`src/rtl/sfu_pkg.sv`:
```
package sfu_pkg;
  typedef enum logic [1:0] {
    REG_CTL  = 2'd0,
    REG_STAT = 2'd1,
    REG_DATA = 2'd2,
    REG_IRQ  = 2'd3
  } reg_sel_e;

  // control word, bit 0 is tx_en
  typedef struct packed {
    logic rx_ie;
    logic tc_ie;
    logic tx_ie;
    logic rx_en;
    logic tx_en;
  } ctl_t;

  localparam int unsigned CTL_W     = 5;
  localparam int unsigned CTL_TX_IE = 2;
  localparam int unsigned STAT_TC   = 8;
  localparam int unsigned STAT_TDRE = 7;
  localparam int unsigned STAT_RDRF = 6;
  localparam int unsigned STAT_OVR  = 3;
endpackage

```
`src/rtl/sfu_rx_fifo.sv`:
```
module sfu_rx_fifo #(
  parameter int unsigned DATA_W = 16,
  parameter int unsigned DEPTH  = 8
) (
  input  logic              clk_i,
  input  logic              rst_ni,
  input  logic              push_i,
  input  logic [DATA_W-1:0] data_i,
  input  logic              pop_i,
  output logic [DATA_W-1:0] head_o,
  output logic              empty_o,
  output logic              full_o,
  output logic              drop_o
);
  localparam int unsigned AW = (DEPTH > 1) ? $clog2(DEPTH) : 1;
  localparam int unsigned CW = $clog2(DEPTH + 1);

  logic [DATA_W-1:0] mem_q [DEPTH];
  logic [AW-1:0]     wr_q, rd_q;
  logic [CW-1:0]     cnt_q;
  logic              do_push, do_pop;

  function automatic logic [AW-1:0] nxt(input logic [AW-1:0] p);
    return (p == AW'(DEPTH - 1)) ? '0 : p + 1'b1;
  endfunction

  assign empty_o = (cnt_q == '0);
  assign full_o  = (cnt_q == CW'(DEPTH));
  assign do_pop  = pop_i && !empty_o;
  // a pop in the same cycle frees the slot for the push
  assign do_push = push_i && (!full_o || do_pop);
  assign drop_o  = push_i && !do_push;
  assign head_o  = mem_q[rd_q];

  always_ff @(posedge clk_i or negedge rst_ni) begin
    if (!rst_ni) begin
      wr_q  <= '0;
      rd_q  <= '0;
      cnt_q <= '0;
    end else begin
      if (do_push) wr_q <= nxt(wr_q);
      if (do_pop)  rd_q <= nxt(rd_q);
      if (do_push && !do_pop)      cnt_q <= cnt_q + 1'b1;
      else if (do_pop && !do_push) cnt_q <= cnt_q - 1'b1;
    end
  end

  always_ff @(posedge clk_i) begin
    if (do_push) mem_q[wr_q] <= data_i;
  end
endmodule

```
`src/rtl/sfu_tx_seq.sv`:
```
module sfu_tx_seq (
  input  logic clk_i,
  input  logic rst_ni,
  input  logic tick_i,
  input  logic load_i,
  output logic tdre_o,
  output logic tc_o,
  output logic tdre_evt_o,
  output logic tc_evt_o
);
  typedef enum logic [1:0] {TX_IDLE, TX_STEP2, TX_STEP1} tx_st_e;
  tx_st_e st_q;

  assign tdre_evt_o = tick_i && !load_i && (st_q == TX_STEP1);
  assign tc_evt_o   = tick_i && !load_i && (st_q == TX_STEP2);

  always_ff @(posedge clk_i or negedge rst_ni) begin
    if (!rst_ni) begin
      st_q   <= TX_IDLE;
      tdre_o <= 1'b1;
      tc_o   <= 1'b1;
    end else if (load_i) begin
      st_q   <= TX_STEP1;
      tdre_o <= 1'b0;
      tc_o   <= 1'b0;
    end else if (tdre_evt_o) begin
      st_q   <= TX_STEP2;
      tdre_o <= 1'b1;
    end else if (tc_evt_o) begin
      st_q   <= TX_IDLE;
      tc_o   <= 1'b1;
    end
  end
endmodule

```
`src/rtl/sfu_rx_ctrl.sv`:
```
module sfu_rx_ctrl #(
  parameter int unsigned HOLDOFF = 50
) (
  input  logic clk_i,
  input  logic rst_ni,
  input  logic tick_i,
  input  logic rx_en_i,
  input  logic avail_i,
  input  logic read_i,
  output logic full_o,
  output logic set_evt_o
);
  localparam int unsigned HW = $clog2(HOLDOFF + 1);
  logic [HW-1:0] hold_q;

  assign set_evt_o = tick_i && !read_i && (hold_q == '0) &&
                     avail_i && rx_en_i && !full_o;

  always_ff @(posedge clk_i or negedge rst_ni) begin
    if (!rst_ni) begin
      hold_q <= '0;
      full_o <= 1'b0;
    end else if (read_i) begin
      hold_q <= HW'(HOLDOFF);
      full_o <= 1'b0;
    end else if (tick_i) begin
      if (hold_q != '0) hold_q <= hold_q - 1'b1;
      else if (set_evt_o) full_o <= 1'b1;
    end
  end
endmodule

```
`src/rtl/serial_flag_unit.sv`:
```
module serial_flag_unit
  import sfu_pkg::*;
#(
  parameter int unsigned DATA_W     = 16,
  parameter int unsigned FIFO_DEPTH = 8,
  parameter int unsigned HOLDOFF    = 50,
  parameter int unsigned VEC_W      = 8,
  parameter int unsigned LVL_W      = 3
) (
  input  logic              clk_i,
  input  logic              rst_ni,
  input  logic              tick_i,
  input  logic              bus_req_i,
  input  logic              bus_we_i,
  input  logic [1:0]        bus_addr_i,
  input  logic [DATA_W-1:0] bus_wdata_i,
  output logic [DATA_W-1:0] bus_rdata_o,
  input  logic              rx_valid_i,
  input  logic [DATA_W-1:0] rx_data_i,
  output logic              tx_valid_o,
  output logic [DATA_W-1:0] tx_data_o,
  output logic              irq_o,
  output logic [VEC_W-1:0]  irq_vector_o,
  output logic [LVL_W-1:0]  irq_level_o
);
  localparam int unsigned VEC_LSB = DATA_W - VEC_W;

  ctl_t              ctl_q;
  logic [VEC_W-1:1]  vec_q;
  logic [LVL_W-1:0]  lvl_q;
  logic              ovr_q;
  logic              wr_ctl, wr_stat, wr_data, wr_irq, rd_data;
  logic              tx_load, fifo_pop, fifo_empty, fifo_full, fifo_drop;
  logic [DATA_W-1:0] fifo_head, stat_w;
  logic              tdre, tc, tdre_evt, tc_evt, rx_full, rx_evt;
  logic              tx_ie_rise, irq_req;
  logic              tx_en, tx_ie;

  assign wr_ctl  = bus_req_i && bus_we_i && (bus_addr_i == REG_CTL);
  assign wr_stat = bus_req_i && bus_we_i && (bus_addr_i == REG_STAT);
  assign wr_data = bus_req_i && bus_we_i && (bus_addr_i == REG_DATA);
  assign wr_irq  = bus_req_i && bus_we_i && (bus_addr_i == REG_IRQ);
  assign rd_data = bus_req_i && !bus_we_i && (bus_addr_i == REG_DATA);

  assign tx_en    = ctl_q.tx_en;
  assign tx_ie    = ctl_q.tx_ie;
  assign tx_load  = wr_data && tx_en;
  assign fifo_pop = rd_data && !fifo_empty;

  sfu_rx_fifo #(.DATA_W(DATA_W), .DEPTH(FIFO_DEPTH)) u_fifo (
    .clk_i, .rst_ni,
    .push_i (rx_valid_i),
    .data_i (rx_data_i),
    .pop_i  (fifo_pop),
    .head_o (fifo_head),
    .empty_o(fifo_empty),
    .full_o (fifo_full),
    .drop_o (fifo_drop)
  );

  sfu_tx_seq u_tx (
    .clk_i, .rst_ni,
    .tick_i    (tick_i),
    .load_i    (tx_load),
    .tdre_o    (tdre),
    .tc_o      (tc),
    .tdre_evt_o(tdre_evt),
    .tc_evt_o  (tc_evt)
  );

  sfu_rx_ctrl #(.HOLDOFF(HOLDOFF)) u_rx (
    .clk_i, .rst_ni,
    .tick_i   (tick_i),
    .rx_en_i  (ctl_q.rx_en),
    .avail_i  (!fifo_empty),
    .read_i   (fifo_pop),
    .full_o   (rx_full),
    .set_evt_o(rx_evt)
  );

  assign tx_ie_rise = wr_ctl && bus_wdata_i[CTL_TX_IE] && !tx_ie;
  assign irq_req    = tx_ie_rise
                   || (tdre_evt && tx_ie)
                   || (tc_evt   && ctl_q.tc_ie)
                   || (rx_evt   && ctl_q.rx_ie);

  always_comb begin
    stat_w            = '0;
    stat_w[STAT_TC]   = tc;
    stat_w[STAT_TDRE] = tdre;
    stat_w[STAT_RDRF] = rx_full;
    stat_w[STAT_OVR]  = ovr_q;
  end

  always_comb begin
    bus_rdata_o = '0;
    unique case (bus_addr_i)
      REG_CTL:  bus_rdata_o[CTL_W-1:0] = ctl_q;
      REG_STAT: bus_rdata_o = stat_w;
      REG_DATA: bus_rdata_o = fifo_empty ? '0 : fifo_head;
      REG_IRQ: begin
        bus_rdata_o[DATA_W-1:VEC_LSB+1] = vec_q;
        bus_rdata_o[LVL_W-1:0]          = lvl_q;
      end
      default: bus_rdata_o = '0;
    endcase
  end

  always_ff @(posedge clk_i or negedge rst_ni) begin
    if (!rst_ni) begin
      ctl_q      <= '0;
      vec_q      <= '0;
      lvl_q      <= '0;
      ovr_q      <= 1'b0;
      tx_valid_o <= 1'b0;
      tx_data_o  <= '0;
      irq_o      <= 1'b0;
    end else begin
      if (wr_ctl) ctl_q <= bus_wdata_i[CTL_W-1:0];
      if (wr_irq) begin
        vec_q <= bus_wdata_i[DATA_W-1:VEC_LSB+1];
        lvl_q <= bus_wdata_i[LVL_W-1:0];
      end
      // a drop in the same cycle wins over the clear
      if (fifo_drop) ovr_q <= 1'b1;
      else if (wr_stat && bus_wdata_i[STAT_OVR]) ovr_q <= 1'b0;
      tx_valid_o <= tx_load;
      if (tx_load) tx_data_o <= bus_wdata_i;
      irq_o <= irq_req;
    end
  end

  assign irq_vector_o = {vec_q, 1'b0};
  assign irq_level_o  = lvl_q;
endmodule

```
`config.mk`:
```
export PLATFORM = sky130hd
export DESIGN_NAME = serial_flag_unit
export DESIGN_NICKNAME = d
export VERILOG_FILES = /design/src/rtl/sfu_pkg.sv /design/src/rtl/sfu_rx_fifo.sv /design/src/rtl/sfu_tx_seq.sv /design/src/rtl/sfu_rx_ctrl.sv /design/src/rtl/serial_flag_unit.sv
export SDC_FILE = /design/constraint.sdc
export NUM_CORES = 1
export LEC_CHECK = 0
export CORE_UTILIZATION = 50
export DETAILED_ROUTE_END_ITERATION = 8
export DONT_BUFFER_PORTS = 1
export PLACE_DENSITY = 0.71
export SETUP_SLACK_MARGIN = 0.05
export SLEW_MARGIN = 5
export SYNTH_ARGS = -nofsm -noshare
export SYNTH_HDL_FRONTEND = slang
export SYNTH_SLANG_ARGS = --single-unit
```
`constraint.sdc`:
```
create_clock -name clk_i -period 4.7 [get_ports clk_i]
set_input_delay 0.235 -clock clk_i [delete_from_list [all_inputs] [get_ports clk_i]]
set_output_delay 0.235 -clock clk_i [all_outputs]
set_load 0.01 [all_outputs]
```
# Word-level counts from Yosys, hierarchy flattened
# Memory sizes are Yosys's and may differ from the RTL's.
# Index checks and enable logic that the tools add are counted.
# Widths: inputs -> output; s select.
# classes
add_sub_neg	5
bitwise_logic	0
shift	0
magnitude_cmp	0
n_mul	0
n_reduce_logical	56
div_mod_pow	0
mux	28
eq_ne	10
# ops
op	count
$logic_and 1x1->1	28
$mux 6	3
$mux 16	1
$pmux 7 s2	1
$reduce_bool 2->1	7
$mux 1	13
$pmux 3 s4	1
$logic_not 1->1	9
$mux 4	2
$pmux 4 s2	1
$add 3x1->3 const B	2
$eq 2x2->1 const B	3
$eq 3x3->1 const B	2
$logic_not 6->1	1
$mux 2	3
$mux 3	2
$pmux 2 s3	1
$reduce_bool 6->1	1
$sub 6x1->6 const B	1
$add 4x1->4 const B	1
$eq 2x1->1 const B	2
$eq 4x4->1 const B	1
$logic_not 4->1	1
$logic_or 1x1->1	4
6 further kinds	8
# word_totals
latch_bits	0
ram_bits	128
regBits	55
romBits	0
output_inout_bits	45
word_cells	119
mem_count	1
# mem_list
memory	words	word_bits	rd	rd_ports_with_merged_regs	write_ports	line_no	rtl
u_fifo.mem_q	8	16	1	0	1	sfu_rx_fifo.sv:18	logic [DATA_W-1:0] mem_q [DEPTH];

# Depth between registers and ports, before layout
# Gate-level depths: netlist of the first run.
# logic_depth
ltp_word	14
ltp_mapped	13
ltp_nobuf	13

# Modules after synthesis
# Synthesis of the first run repeated with hierarchy kept, for this count alone.
# hier_totals
hier_cells	439
area_unflattened_um2	7807.5
# modules_own_cells
mod	seq_area_each_um2	area_per_inst_um2	cells_per_inst	instances
sfu_rx_fifo	4093.9	5479.0	250	1
serial_flag_unit	850.8	1677.9	126	1
sfu_rx_ctrl	175.2	480.5	47	1
sfu_tx_seq	102.6	170.2	16	1

# Least setup slack after synthesis of the first run
# No wires, ideal clock.
# synth_path
kind	in2reg
start	in bus_addr_i[0]
end	mem u_fifo.mem_q[2][0], enable pin
t_arrival_ps	2593
path_stages	6
setup_ps	436
path_buffers	0
path_slack_ps	1671
path_cell_list	inv_1 -> ha_1 -> nand3b_1 -> nand3_1 -> nand2_1 -> nor4b_1
# synth_via
elab_chain_cells	8
# synth_lines
item	line_no	rtl
start, declared	serial_flag_unit.sv:15	input logic [1:0] bus_addr_i,
$eq 2x2->1	serial_flag_unit.sv:43	assign rd_data = bus_req_i && !bus_we_i && (bus_addr_i == REG_DATA);
$logic_and 1x1->1	serial_flag_unit.sv:43	
$logic_and 1x1->1	serial_flag_unit.sv:48	assign fifo_pop = rd_data && !fifo_empty;
$logic_and 1x1->1	sfu_rx_fifo.sv:29	assign do_pop = pop_i && !empty_o;
$logic_or 1x1->1	sfu_rx_fifo.sv:31	assign do_push = push_i && (!full_o || do_pop);
$logic_and 1x1->1	sfu_rx_fifo.sv:31	
$mux 1	sfu_rx_fifo.sv:49	if (do_push) mem_q[wr_q] <= data_i;
$mux 1 (implied by the code)	sfu_rx_fifo.sv:49	
end, declared	sfu_rx_fifo.sv:18	
# Every way passes these cells.

# Worst setup path after layout of the first run
# layout_path
start	reg u_fifo.cnt_q[0]
end	reg u_fifo.cnt_q[3]
# layout_via
elab_chain_cells	9
# layout_lines
item	line_no	rtl
start, declared	sfu_rx_fifo.sv:20	logic [CW-1:0] cnt_q;
start signal, assigned	sfu_rx_fifo.sv:43	if (do_push && !do_pop) cnt_q <= cnt_q + 1'b1;
start signal, assigned	sfu_rx_fifo.sv:44	else if (do_pop && !do_push) cnt_q <= cnt_q - 1'b1;
$logic_not 4->1	sfu_rx_fifo.sv:27	assign empty_o = (cnt_q == '0);
$logic_not 1->1	sfu_rx_fifo.sv:29, serial_flag_unit.sv:48	
$logic_and 1x1->1	serial_flag_unit.sv:48	
$logic_and 1x1->1	sfu_rx_fifo.sv:29	
$logic_or 1x1->1	sfu_rx_fifo.sv:31	
$logic_and 1x1->1	sfu_rx_fifo.sv:31	
$logic_not 1->1	sfu_rx_fifo.sv:44	
$logic_and 1x1->1	sfu_rx_fifo.sv:44	
$reduce_bool 2->1 (no source line)	n/a	
# Several ways; a longest one is shown, not always the timed one. The select of a mux whose other input is x is not followed.
# A chain may end at the register's enable or synchronous reset.

==> impl_metrics.tcl, run 1 <==
set metrics [dict create \
    status "finished, violations left" \
    violations "design-rule violations" \
    synth.cell_area_um2 7560 \
    cp.required_ns 5.00 \
    pin_count 85 \
    start_util 0.516 \
    cp.depth 9 \
    dieHeight_um 125 \
    grt_antenna_before_repair 0 \
    crit_type "register to register" \
    ys_types 48 \
    diodes 0 \
    ys.flop_type "edfxtp_1" \
    grt_start_max_net_pins 56 \
    r2r_cells 9 \
    slowest_delay_ns 0.45 \
    finalMaxSlewViolations 0 \
    path_cells "or4_4 -> nor2b_1 -> clkinv_1 -> ha_1 -> inv_1 -> ha_1 -> a21o_2 -> a2111oi_0 -> o31ai_1" \
    synth_top_area_frac 0.509 \
    hold_slack_ns 0.0568 \
    wirelength_um 15600 \
    fin_area_um2 8790 \
    endpoint "u_fifo.cnt_q[3]" \
    reg2reg_slack_ns 1.52 \
    cts-root-buf "clkbuf_16" \
    cts_setup_buffers 0 \
    fillers 1076 \
    arrival_ns 3.48 \
    overflow 0 \
    port-buffer-count 0 \
    end_kind "register" \
    gp_congestion 0.800 \
    clock.fmax_mhz 314 \
    cts_tree "yes" \
    clock_skew_ns 0.00570 \
    synth-seq-area-share 0.691 \
    crit_path_frequent_cell "ha_1" \
    postRouteAntennaNets 0 \
    clk_path_buf_depth 2 \
    htreeDepth 4 \
    cp_top_family "compound AO/OA/AOI/OAI gates" \
    final_common_cell "edfxtp_1" \
    dp_cells 655 \
    syn_nets 534 \
    crit_slowest_cell "dfrtp_1" \
    drc 24 \
    tightestPinTransition_ns 1.27 \
    period_share 0.677 \
    max-cap-violations 0 \
    vias 4287 \
    finalSetupTns_ns 0 \
    r2r-start "u_fifo.cnt_q[0]" \
    rsz0062_at_grt "no" \
    place_area_um2 7810 \
    synthCells 480 \
    crit_start "u_fifo.cnt_q[0]" \
    grt_pass1_vias 4436 \
    setup_viol 0 \
    r2r-end "u_fifo.cnt_q[3]" \
    synth_top_cell_by_area "edfxtp_1" \
    grt_use_total 0.216 \
    synth.avg_cell_area_um2 15.7 \
    yosys_register_bits 183 \
    drive_gt1_frac 0.176 \
    dieWidth_um 125 \
    path_max_fanout 9 \
    syn_to_final_growth_pct 16.3 \
    hold_viol 0 \
    numCtsBuffers 17 \
    critical_path_buf_inv_count 2 \
    avgRoutedWirePerCell_um 21.6 \
    drt-initial-drc-count 357 \
    grt_pass1_wl_um 24800 \
    period_needed_ns 3.18 \
    dp_hpwl_um 10200 \
    die_area_um2 15600 \
    yosysWarnings 0 \
    core_area_um2 14600 \
    final_cell_mix "edfxtp_1 (128), nand2_1 (76), dfrtp_1 (52)" \
    p_leak_nw 3.26 \
    hold_class "primary input to register" \
    start_kind "register" \
    row_count 44 \
    async_flop_share 0.301 \
    slew-limit-headroom 0.151 \
    routed_via_density 5.93 \
    clk_latency_ns 0.43 \
    clk_transition_reported_paths_ns 0.06 \
    ir_worst_vdd_mv 0.323 \
    dr.pass1.iters 7 \
    final_cells 723 \
    synth.area.top_cells "edfxtp_1 (51%), dfrtp_1 (18%), mux4_2 (6.6%)" \
    final_nets 581 \
    powerDensity_nw_per_um2 563 \
    cts.sinks 183 \
    synth-edff-count 128 \
]
## report_power, final
| part | internal (mW) | total, mW | leakage, nW | switching [mW] |
|---|---|---|---|---|
| Clock | 0.829 | 1.41 | 0.273 | 0.577 |
| Sequential | 2.07 | 2.37 | 1.84 | 0.306 |
| Combinational | 0.557 | 1.17 | 1.15 | 0.609 |
## metal layers
layer  up-vias  routed length [um]  part of all wire  track usage
met5         -                   0                 0            0
met4         0                 332             0.021       0.0861
met3        21                1060             0.068       0.0556
met2       156                7440              0.48        0.339
met1      2187                6770              0.43        0.291
li1       1923                   -                 -            -
## metrics by stage
step | total power [mW] | util | setup WS (ns)
floorplan | 3.18 | - | 1.67
finish | 4.95 | 0.600 | 1.52
detailed placement | 3.52 | 0.534 | 1.53
global route | 5.18 | 0.600 | 1.30
CTS | 4.98 | 0.600 | 1.56
global placement | 3.46 | 0.534 | 1.79
## how the worst min path moves through the flow
stage	start	to	slack, ns	cells past startpoint
3_3_place_gp	rst_ni	u_rx.hold_q[1]	-0.06	0
6_report	tick_i	u_rx.full_o	0.06	4
5_1_grt	tick_i	u_rx.full_o	0.08	4
2_1_floorplan	rst_ni	ctl_q[1]	-0.06	0
4_1_cts	tick_i	u_rx.full_o	0.05	4
3_5_place_dp	rst_ni	u_rx.hold_q[1]	-0.06	0
## timing repair
| item | CTS | global route |
|---|---|---|
| gates resized for setup | 0 | 0 |
| endpoints found under the hold margin | 218 | 0 |
| hold buffers | 37 | 0 |
## synth_stat cells, drive strengths merged (3+ instances only)
cell / n
ha: 13
dfrtp: 53
a22oi: 9
a21oi: 8
mux2i: 15
a221o: 7
a21boi: 3
nand2: 76
nand3b: 3
o31ai: 5
xnor2: 5
nor3b: 4
o211ai: 6
nor3: 9
o21ai: 7
nor2: 13
and3: 7
nand4: 4
nand3: 4
mux4: 26
buf: 10
inv: 11
mux2: 19
nor2b: 7
clkbuf: 9
edfxtp: 128
## worst min-delay path, delay by kind of cell
family        cells  cell delay, ns
simple gates      4            0.21
## logic make-up (layout without fill, tap and decap cells)
logic type	count (synthesis)	in the layout	synth area share
and+or+nand+nor	135	135	0.0836
other	1	1	0.000496
AOI/OAI and AO/OA	51	51	0.0480
DFF	183	183	0.691
xor gates and xnor gates	5	5	0.00579
buffers and inverters	31	90	0.0194
adders and majority gates	14	14	0.0242
muxes	60	60	0.128
## registers in the layout, summed over array words and instances (netlist names), 2 cells and up
| register | flops |
|---|---|
| ctl_q | 3 |
| irq_level_o | 3 |
| u_fifo.cnt_q | 4 |
| u_tx.st_q | 2 |
| vec_q | 7 |
| u_fifo.wr_q | 3 |
| u_fifo.rd_q | 3 |
| tx_data_o | 16 |
| u_fifo.mem_q | 128 |
| u_rx.hold_q | 6 |
## final cells by class
cell class / instances / area [um2] / area share
well taps: 184 / 230 / 0.0262
repair buffers: 47 / 463 / 0.0527
inverters: 12 / 45.0 / 0.00513
multi-input cells: 266 / 2240 / 0.255
clock buffers: 18 / 429 / 0.0488
clock inverters: 13 / 156 / 0.0178
flip-flops and latches: 183 / 5220 / 0.594
Note: power is estimated with default switching activity, not from simulation.
==> run 2, diff against run 1 <==
- PLACE_DENSITY: 0.71 -> 0.74
- clock period: 4.7 -> 2.6 ns (I/O delays scaled with it)
==> impl_metrics.tcl, run 2 (synthesis gave the netlist of run 1 again) <==
set metrics [dict create \
    status "finished, violations left" \
    violations "design-rule violations" \
    cts_tree "yes" \
    port-buffer-count 0 \
    vias 4434 \
    grt_antenna_before_repair 0 \
    period_share 0.966 \
    grt_start_max_net_pins 56 \
    r2r_cells 9 \
    wirelength_um 15900 \
    slew-limit-headroom 0.527 \
    routed_via_density 5.95 \
    p_clk_frac 0.267 \
    clk_path_buf_depth 2 \
    postRouteAntennaNets 0 \
    rsz0062_at_grt "yes" \
    hold_slack_ns 0.0244 \
    die_area_um2 15600 \
    switching_share 0.303 \
    regMostFlops "u_fifo.mem_q" \
    ir_worst_vdd_mv 0.598 \
    drc 22 \
    htreeDepth 4 \
    dp_hpwl_um 10100 \
    clk_transition_reported_paths_ns 0.07 \
    pin_count 85 \
    grt_pass1_wl_um 24800 \
    final_nets 602 \
    largestRegisters "u_fifo.mem_q x128, tx_data_o x16, vec_q x7" \
    hold_class "primary input to register" \
    core_area_um2 14600 \
    clock.fmax_mhz 398 \
    numCtsBuffers 17 \
    dieWidth_um 125 \
    arrival_ns 2.82 \
    fin_area_um2 9000 \
    dieHeight_um 125 \
    drt-initial-drc-count 324 \
    place_area_um2 7980 \
    gp_congestion 0.844 \
    cts-root-buf "clkbuf_16" \
    cts.sinks 183 \
    largest_register_ffs 128 \
    start_util 0.516 \
    setup_viol 0 \
    period_needed_ns 2.51 \
    path_max_fanout 5 \
    grt_pass1_vias 4518 \
    power.switching_mw 2.77 \
    row_count 44 \
    combPwrFrac 0.265 \
    drive_gt1_frac 0.217 \
    finalMaxSlewViolations 0 \
    hold_viol 0 \
    end_kind "register" \
    avgRoutedWirePerCell_um 21.4 \
    clk_latency_ns 0.42 \
    diodes 0 \
    p_leak_nw 3.37 \
    cp.required_ns 2.90 \
    final_cell_mix "edfxtp_1 (128), nand2_1 (76), dfrtp_1 (51)" \
    crit_type "register to register" \
    syn_to_final_growth_pct 19.1 \
    powerDensity_nw_per_um2 1010 \
    overflow 0 \
    holdPathStages 3 \
    grt_use_total 0.215 \
    intPower_mw 6.35 \
    max-cap-violations 0 \
    dr.pass1.iters 7 \
    clock_skew_ns 0.00792 \
    power_frac_seq 0.468 \
    tightestPinTransition_ns 0.706 \
    start_kind "register" \
    final_common_cell "edfxtp_1" \
]
run 2: cell type report:
type                       count  area, um2
fill                        1026       5640
clock inverter                13        131
tap                          184        230
inverter                      12       46.3
multi-input combinational    266       2270
sequential                   183       5230
clock buffer                  19        433
timing repair buffer          68        663
run 2: timing repair:
action	in CTS	in global routing
hold endpoints to repair	222	0
pin swaps	0	2
hold buffers	39	0
endpoints found under the setup margin	5	3
gates resized for setup	3	6
setup buffers	0	3
run 2: path summary, 6_finish.rpt:
path                                  from              end  slack [ns]
max                        u_fifo.cnt_q[3]  u_fifo.cnt_q[3]        0.09
min                                 tick_i   u_rx.hold_q[2]        0.02
max reg2reg                u_fifo.cnt_q[3]  u_fifo.cnt_q[3]        0.09
min reg2reg                    u_tx.tdre_o      u_tx.tdre_o        0.52
max in group asynchronous           rst_ni        u_tx.tc_o        2.08
min in group asynchronous           rst_ni  u_fifo.cnt_q[1]        0.22
run 2: metrics by stage:
stage / setup TNS (ns) / utilization / setup slack (ns) / power (mW) / std cells
floorplan: -0.0648 / - / -0.0648 / 5.76 / 480
global placement: 0 / 0.545 / 0.0884 / 6.40 / 671
detailed placement: -0.0405 / 0.545 / -0.0405 / 6.54 / 671
CTS: 0 / 0.612 / 0.00220 / 9.10 / 742
global route: 0 / 0.615 / 0.00340 / 9.54 / 745
finish: 0 / 0.615 / 0.0880 / 9.12 / 745
run 2: power groups by stage:
stage / logic [mW] / registers, mW / clock network [mW]
after floorplan: 1.64 / 4.11 / 0
after global placement: 2.12 / 4.28 / 0
after detailed placement: 2.20 / 4.33 / 0
after CTS: 2.34 / 4.28 / 2.48
after global routing: 2.62 / 4.32 / 2.59
final: 2.42 / 4.26 / 2.44
run 2: worst max-delay path, stage by stage (launching register included):
cell and delay [ns]:
dfrtp_1 0.39, or4_4 0.55, nor2b_2 0.19, clkinv_2 0.05
ha_2 0.18, inv_2 0.07, ha_1 0.27, a21o_2 0.23
a2111oi_4 0.34, o31ai_1 0.12
run 2: layer usage:
layer  vias up  track usage  share of wire
met5         -            0              0
met4         0       0.0854          0.021
met3        33       0.0702          0.074
met2       192        0.353           0.50
met1      2247        0.266           0.40
li1       1962            -              -
==> run 3, diff against run 2 <==
- CORE_UTILIZATION: 50 -> 49
- PLACE_DENSITY: 0.74 -> 0.72
==> impl_metrics.tcl, run 3 (synthesis gave the netlist of run 1 again) <==
set metrics [dict create \
    grt_antenna_before_repair 2 \
    status "complete, no violations" \
    dp_cells 671 \
    tightestPinTransition_ns 0.784 \
    place_area_um2 7930 \
    period_share 0.950 \
    routed_via_density 5.94 \
    pin_count 85 \
    fillers 1112 \
    start_kind "register" \
    avgRoutedWirePerCell_um 22.4 \
    min_from "tick_i" \
    cts_tree "yes" \
    vias 4418 \
    cts-root-buf "clkbuf_16" \
    overflow 0 \
    final_nets 595 \
    dieHeight_um 126 \
    postRouteAntennaNets 0 \
    die_area_um2 15900 \
    grt_use_total 0.221 \
    clk_latency_ns 0.43 \
    r2r-start "u_fifo.cnt_q[3]" \
    row_count 45 \
    final_common_cell "edfxtp_1" \
    slowest_delay_ns 0.54 \
    final_cells 744 \
    slew-limit-headroom 0.477 \
    grt_start_max_net_pins 56 \
    finalMaxSlewViolations 0 \
    grt_pass1_vias 4667 \
    final_cell_mix "edfxtp_1 (128), nand2_1 (76), dfrtp_1 (52)" \
    max-cap-violations 0 \
    crit_start "u_fifo.cnt_q[3]" \
    cts.sinks 183 \
    start_util 0.499 \
    hold_class "primary input to register" \
    largestRegisters "u_fifo.mem_q x128, tx_data_o x16, vec_q x7" \
    wirelength_um 16700 \
    dr.pass1.iters 8 \
    finalSetupTns_ns 0 \
    dp_hpwl_um 10600 \
    crit_slowest_cell "or4_4" \
    end_kind "register" \
    core_area_um2 15100 \
    grt_pass1_wl_um 25600 \
    cp.required_ns 2.91 \
    regMostFlops "u_fifo.mem_q" \
    p_leak_nw 3.32 \
    rsz0062_at_grt "yes" \
    numCtsBuffers 17 \
    drt-initial-drc-count 311 \
    clk_path_buf_depth 2 \
    arrival_ns 2.78 \
    fin_area_um2 8920 \
    ir_worst_vdd_mv 0.457 \
    setup_viol 0 \
    clock_skew_ns 0.00934 \
    syn_to_final_growth_pct 18.0 \
    path_cells "or4_4 -> nor2b_4 -> clkinv_2 -> ha_2 -> inv_2 -> ha_1 -> a21o_4 -> a21oi_2 -> mux2i_1 -> o31ai_1" \
    port-buffer-count 0 \
    drive_gt1_frac 0.204 \
    gp_congestion 0.842 \
    largest_register_ffs 128 \
    period_needed_ns 2.47 \
    hold_viol 0 \
    drc 0 \
    powerDensity_nw_per_um2 1010 \
    clock.fmax_mhz 405 \
    clk_transition_reported_paths_ns 0.07 \
    dieWidth_um 126 \
    htreeDepth 4 \
    path_max_fanout 5 \
    crit_type "register to register" \
]
-- run 3: area by class of cell --
class / instances / area [um2] / area share
antenna: 2 / 5.00 / 0.000561
clock buffer: 20 / 437 / 0.0490
clock inverter: 12 / 104 / 0.0116
inverter: 12 / 46.3 / 0.00519
multi-input combinational: 266 / 2280 / 0.256
sequential: 183 / 5220 / 0.586
tap: 188 / 235 / 0.0264
timing repair buffer: 61 / 583 / 0.0654
-- run 3: per-layer routing --
layer	share of wire	vias up	wire (um)	global-route usage
li1	-	1960	-	-
met1	0.39	2233	6490	0.258
met2	0.51	188	8480	0.377
met3	0.082	37	1370	0.0743
met4	0.022	0	359	0.0886
met5	0	-	0	0
-- run 3: report_power, final --
part           internal [mW]  total, mW  switching [mW]
registers               3.74       4.25           0.514
clock network           1.31       2.37            1.05
logic                   1.13       2.36            1.23
total                   6.18       8.98            2.79
-- run 3: critical path: cells and delay by family, from the launching register on --
| kind | cells | cell delay [ns] |
|---|---|---|
| fa+ha+maj | 2 | 0.47 |
| simple gates | 2 | 0.69 |
| buf+inv | 2 | 0.12 |
| mux | 1 | 0.21 |
| flops | 1 | 0.39 |
| compound gates | 3 | 0.47 |
-- run 3: worst paths after layout --
path | to | slack (ns) | cells past startpoint
max in group asynchronous | u_tx.tc_o | 2.08 | 2
worst max register to register | u_fifo.cnt_q[3] | 0.13 | 10
min in group asynchronous | u_fifo.wr_q[0] | 0.21 | 2
worst min register to register | ctl_q[4] | 0.54 | 1
worst min-delay path | u_rx.hold_q[5] | 0.02 | 3
worst max-delay path | u_fifo.cnt_q[3] | 0.13 | 10
-- run 3: metrics by stage --
| stage | hold slack, ns | power [mW] | utilization | worst slack [ns] |
|---|---|---|---|---|
| after global placement | -0.164 | 6.37 | 0.524 | 0.0765 |
| after floorplan | -0.166 | 5.76 | - | -0.0648 |
| final | 0.0173 | 8.98 | 0.589 | 0.131 |
| after CTS | 0.00320 | 8.97 | 0.586 | 0.0693 |
| after global routing | 0.0299 | 9.40 | 0.589 | 0.0205 |
| after detailed placement | -0.164 | 6.50 | 0.524 | 0.00956 |
-- run 3: repair_timing --
action,4_1_cts,5_1_grt
pin swaps,1,2
hold buffers,38,0
setup endpoints to repair,1,2
buffers inserted,0,1
endpoints found under the hold margin,223,0
resized for setup,3,6
